===== src/rtl/miss_classifier.sv =====
module miss_classifier #(
  parameter int SETS   = 64,
  parameter int TAG_W  = 20,
  parameter int PTAG_W = 8,
  localparam int IDX_W = (SETS > 1) ? $clog2(SETS) : 1
) (
  input  logic              clk,
  input  logic              rst_n,
  input  logic              evict_valid,
  input  logic [IDX_W-1:0]  evict_set,
  input  logic [TAG_W-1:0]  evict_tag,
  input  logic              miss_valid,
  input  logic [IDX_W-1:0]  miss_set,
  input  logic [TAG_W-1:0]  miss_tag,
  output logic              class_valid,
  output logic              class_conflict
);

  logic [PTAG_W-1:0] rec_tag [SETS];
  logic [SETS-1:0]   rec_vld;

  wire [PTAG_W-1:0] miss_ptag  = miss_tag[PTAG_W-1:0];
  wire [PTAG_W-1:0] evict_ptag = evict_tag[PTAG_W-1:0];
  wire              rec_hit    = rec_vld[miss_set] && (rec_tag[miss_set] == miss_ptag);

  wire unused_hi = ^{evict_tag[TAG_W-1:PTAG_W], miss_tag[TAG_W-1:PTAG_W]};

  always_ff @(posedge clk) begin
    if (!rst_n) begin
      rec_vld        <= '0;
      class_valid    <= 1'b0;
      class_conflict <= 1'b0;
    end else begin
      class_valid    <= miss_valid;
      class_conflict <= miss_valid && rec_hit;
      if (evict_valid) rec_vld[evict_set] <= 1'b1;
    end
  end

  always_ff @(posedge clk) begin
    if (evict_valid) rec_tag[evict_set] <= evict_ptag;
  end

endmodule


===== config.mk =====
export PLATFORM = sky130hd
export DESIGN_NAME = miss_classifier
export DESIGN_NICKNAME = d
export VERILOG_FILES = /design/src/rtl/miss_classifier.sv
export SDC_FILE = /design/constraint.sdc
export NUM_CORES = 1
export LEC_CHECK = 0
export BUFFER_PORTS_ARGS = -buffer_cell sky130_fd_sc_hd__buf_2
export CAP_MARGIN = 5
export CORE_MARGIN = 1.5
export CORE_UTILIZATION = 56
export DETAILED_ROUTE_END_ITERATION = 8
export PLACE_DENSITY = 0.75
export SYNTH_ARGS = -nofsm -noshare
export SYNTH_HDL_FRONTEND = slang
export SYNTH_SLANG_ARGS = --single-unit

===== constraint.sdc =====
create_clock -name clk -period 2 [get_ports clk]
set_clock_uncertainty 0.1 [all_clocks]
set_input_delay 0.1 -clock clk [delete_from_list [all_inputs] [get_ports clk]]
set_output_delay 0.1 -clock clk [all_outputs]
set_load 0.05 [all_outputs]

==> impl_metrics.py <==
metrics = {
    "run_status": {
        "run_status": "finished with violations",
        "violations": "setup timing",
    },
    "flow_run": {
        "cap_violations": 0,
    },
    "min_path": {
        "hold_depth": 3,
        "hold_path.class": "in2reg",
        "hp-start": "evict_set[0]",
        "hold-path-endpoint": "rec_tag[50][6]",
    },
    "drt": {
        "viasPerCell": 6.389,
        "finalWirelength_mm": 57.86,
        "vias": 13100,
        "wire_per_inst_um": 28.22,
        "drt_pre_antenna_iters": 5,
        "drc": 0,
        "dr.first_iter.drc_count": 1614,
        "ant_nets": 0,
    },
    "die": {
        "io_pins": 58,
        "rows": 73,
        "die_x_um": 204.6,
        "dieHeight_um": 204.6,
        "core-area_mm2": 0.03991,
        "dieArea_mm2": 0.04187,
        "start_util": 0.5703,
    },
    "finish": {
        "drive_above_1_share": 0.3215,
        "n_fill_cell": 2507,
        "nets": 1535,
        "multi_input_area_mm2": 0.005715,
        "seqCellArea_mm2": 0.01670,
        "final_area_mm2": 0.02727,
        "area_delta_synth_final_pct": 19.82,
    },
    "critical_path": {
        "cpLargestDelayFamily": "multiplexers",
        "reg2reg_to": "class_conflict",
        "timing.rr.start": "rec_tag[59][7]",
        "max_stage_delay_ns": 0.49,
        "critPathRequiredTime_ns": 2.42,
        "crit_path_start_kind": "register",
        "critPathCaptureType": "register",
        "critPathBufInv": 0,
        "critPathKind": "reg2reg",
        "cp_data_arrival_time_ns": 2.79,
        "r2r_cells": 8,
        "worstPathMaxFanout": 1,
        "rrSetupSlack_ns": -0.37,
        "slowest_stage": "mux4_2",
        "path_cells": "mux4_2 > mux2_2 > a22oi_2 > nand3_1 > xor2_1 > o21ai_0 > nand2_1 > nor4_2",
    },
    "sta": {
        "fin_tns_setup_ns": -0.3713,
        "fin_hold_ws_ns": 0.06718,
        "fin_crit_ns": 2.371,
        "min_period_over_period": 1.186,
        "layout_setup_ws_ns": -0.3713,
        "drv_slew": 0,
        "maxClockFrequency_mhz": 421.7,
        "setup_viol": 1,
        "hold_viol": 0,
        "rsz0062_at_grt": "yes",
        "worst-slew-pin-transition_ns": 0.8406,
        "relSlewSlack": 0.4396,
    },
    "pwr": {
        "swShare": 0.2072,
        "seqPwrFrac": 0.522,
        "cellPowerDensity_mw_per_mm2": 928.3,
        "power_frac_comb": 0.067,
        "clkPwrFrac": 0.411,
        "p_sw_mw": 5.247,
        "ir_drop_uv": 712.0,
        "power.internal_mw": 20.07,
        "power_leakage_nw": 9.369,
        "power_mw": 25.32,
    },
    "clock_tree": {
        "clkLatencyLatePin_ns": 0.60,
        "cts-htree-levels": 2,
        "cts_buffer_depth": 3,
        "cts_tree": "done",
        "cts_inserted_buffers": 54,
        "root_buffer": "clkbuf_16",
        "post-cts-setup-buffers": 0,
        "clk_pin_slew_ns": 0.07,
        "numClockSinks": 578,
    },
    "yosys": {
        "postSynthCellCount": 1219,
        "ys_warn_count": 0,
        "netlist-cell-type-count": 51,
        "ys_ff_latch": 578,
        "synth.avg_cell_area_um2": 18.67,
        "ys_async_sr_fraction": 0,
        "syn-num-nets": 1275,
        "ys.flop_type": "edfxtp_1",
        "syn_area_mm2": 0.02276,
        "synth_enable_flop_cells": 512,
        "yosysSeqAreaShare": 0.7335,
    },
    "global_route": {
        "overflow": 0,
        "grt_max_degree": 65,
        "grt_pass1_wl_mm": 85.15,
        "grt_antenna_before_repair": 2,
        "grt.total_usage": 0.2852,
        "grt_pass1_vias": 13120,
    },
    "placed_design": {
        "portBuffers": 33,
        "dp_hpwl_mm": 37.77,
        "finalWeightedCongestion": 0.9441,
        "placement.cell_area_mm2": 0.02521,
        "pre_cts_ws_ns": -0.6021,
    },
}
[layer usage]
metal  wire length, um  share of wire  global-route usage
met5                13        0.00022                   0
met2             27370           0.47              0.4487
met1             22600           0.39              0.3991
met3              6147           0.11             0.06332
met4              1729          0.030             0.09506
[metrics by stage]
stage / utilization / std cells
floorplan: - / 1219
global placement: 0.6316 / 1934
detailed placement: 0.6316 / 1934
CTS: 0.6831 / 2049
global route: 0.6833 / 2049
finish: 0.6833 / 2050
[final cells by class]
type,count,area share
flip-flops and latches,578,0.6121
multi-input cells,560,0.2096
repair buffers,277,0.08606
clock buffers,88,0.06179
well taps,525,0.02408
clock inverters,13,0.005184
inverters,8,0.001101
diodes,1,0.00009175
[placed cells by master, fill, tap and decap left out, types with 10 or more instances in the layout]
cell and n:
edfxtp_1 512, buf_4 206, mux4_2 117, nor2_1 72
dfxtp_1 66, o21a_1 65, mux2i_1 61, clkbuf_16 59
nand2_1 33, buf_2 31, a22oi_1 29, nand3_1 24
buf_12 24, clkbuf_1 19, nor2b_1 18, a21oi_1 17
dlygate4sd3_1 14, nand4_1 11, mux2_2 11, clkbuf_8 11
o21ai_0 10
[power by group through the flow]
stage          clock (mW)  sequential, mW  combinational, mW
2_1_floorplan           0            13.5              0.796
3_3_place_gp            0            13.5               1.58
3_5_place_dp            0            13.5               1.61
4_1_cts              10.5            13.2               1.68
5_1_grt              11.0            13.2               1.78
6_report             10.4            13.2               1.70
[cell families (layout without fill, tap and decap cells)]
kind of cell / count (synthesis) / after routing / share of synthesized area
and+or+nand+nor: 187 / 187 / 0.03875
other: 0 / 1 / 0
AOI/OAI and AO/OA: 173 / 173 / 0.05585
xor gates and xnor gates: 9 / 9 / 0.003463
muxes: 191 / 191 / 0.1489
buffers and inverters: 81 / 386 / 0.01957
DFF: 578 / 578 / 0.7335
[worst register-to-register path, stage by stage (launching register included)]
cell	delay, ns
edfxtp_1	0.40
mux4_2	0.49
mux2_2	0.29
a22oi_2	0.21
nand3_1	0.14
xor2_1	0.16
o21ai_0	0.19
nand2_1	0.09
nor4_2	0.22
[registers in the layout (all words and copies together), names as in the netlist]
signal,flops
class_valid,1
class_conflict,1
rec_tag,512
rec_vld,64
[synth_stat cells (all sizes together) (2+ instances only)]
cell	count	area share
a2bb2oi	2	0.00077
mux2	11	0.0054
nand2b	8	0.0022
o31a	2	0.00077
nand2	33	0.0054
a22oi	31	0.010
a311oi	4	0.0015
a32o	2	0.00088
and2	5	0.0014
xor2	6	0.0023
mux2i	63	0.028
clkbuf	28	0.0046
o21ai	10	0.0022
o21a	65	0.021
o41ai	2	0.00077
a22o	4	0.0015
nor3	8	0.0020
a221oi	7	0.0027
inv	8	0.0013
nand3	24	0.0053
edfxtp	512	0.68
nor4	4	0.0014
a21oi	18	0.0040
o2111ai	3	0.0012
nand4	11	0.0030
buf	45	0.014
dfxtp	66	0.058
nor2b	18	0.0049
a211oi	5	0.0016
o31ai	3	0.00099
o22ai	6	0.0016
or3	2	0.00055
xnor2	3	0.0012
mux4	117	0.12
o211ai	2	0.00066
nor2	72	0.012
[how the worst max path moves through the flow]
stage                     endpoint  cells after the start      startpoint
global route        class_conflict                      8  rec_tag[25][1]
CTS                 class_conflict                      9  rec_tag[56][1]
detailed placement  class_conflict                     12     miss_set[0]
global placement    class_conflict                     12     miss_set[0]
floorplan           class_conflict                      8  rec_tag[15][5]
finish              class_conflict                      8  rec_tag[59][7]
[repair_timing]
item | 4_1_cts | 5_1_grt
hold buffers | 14 | 0
setup endpoints to repair | 1 | 1
hold endpoints to repair | 244 | 0
gates resized for setup | 16 | 1
pin swaps | 11 | 0
Power figures use the tool's default switching activity.
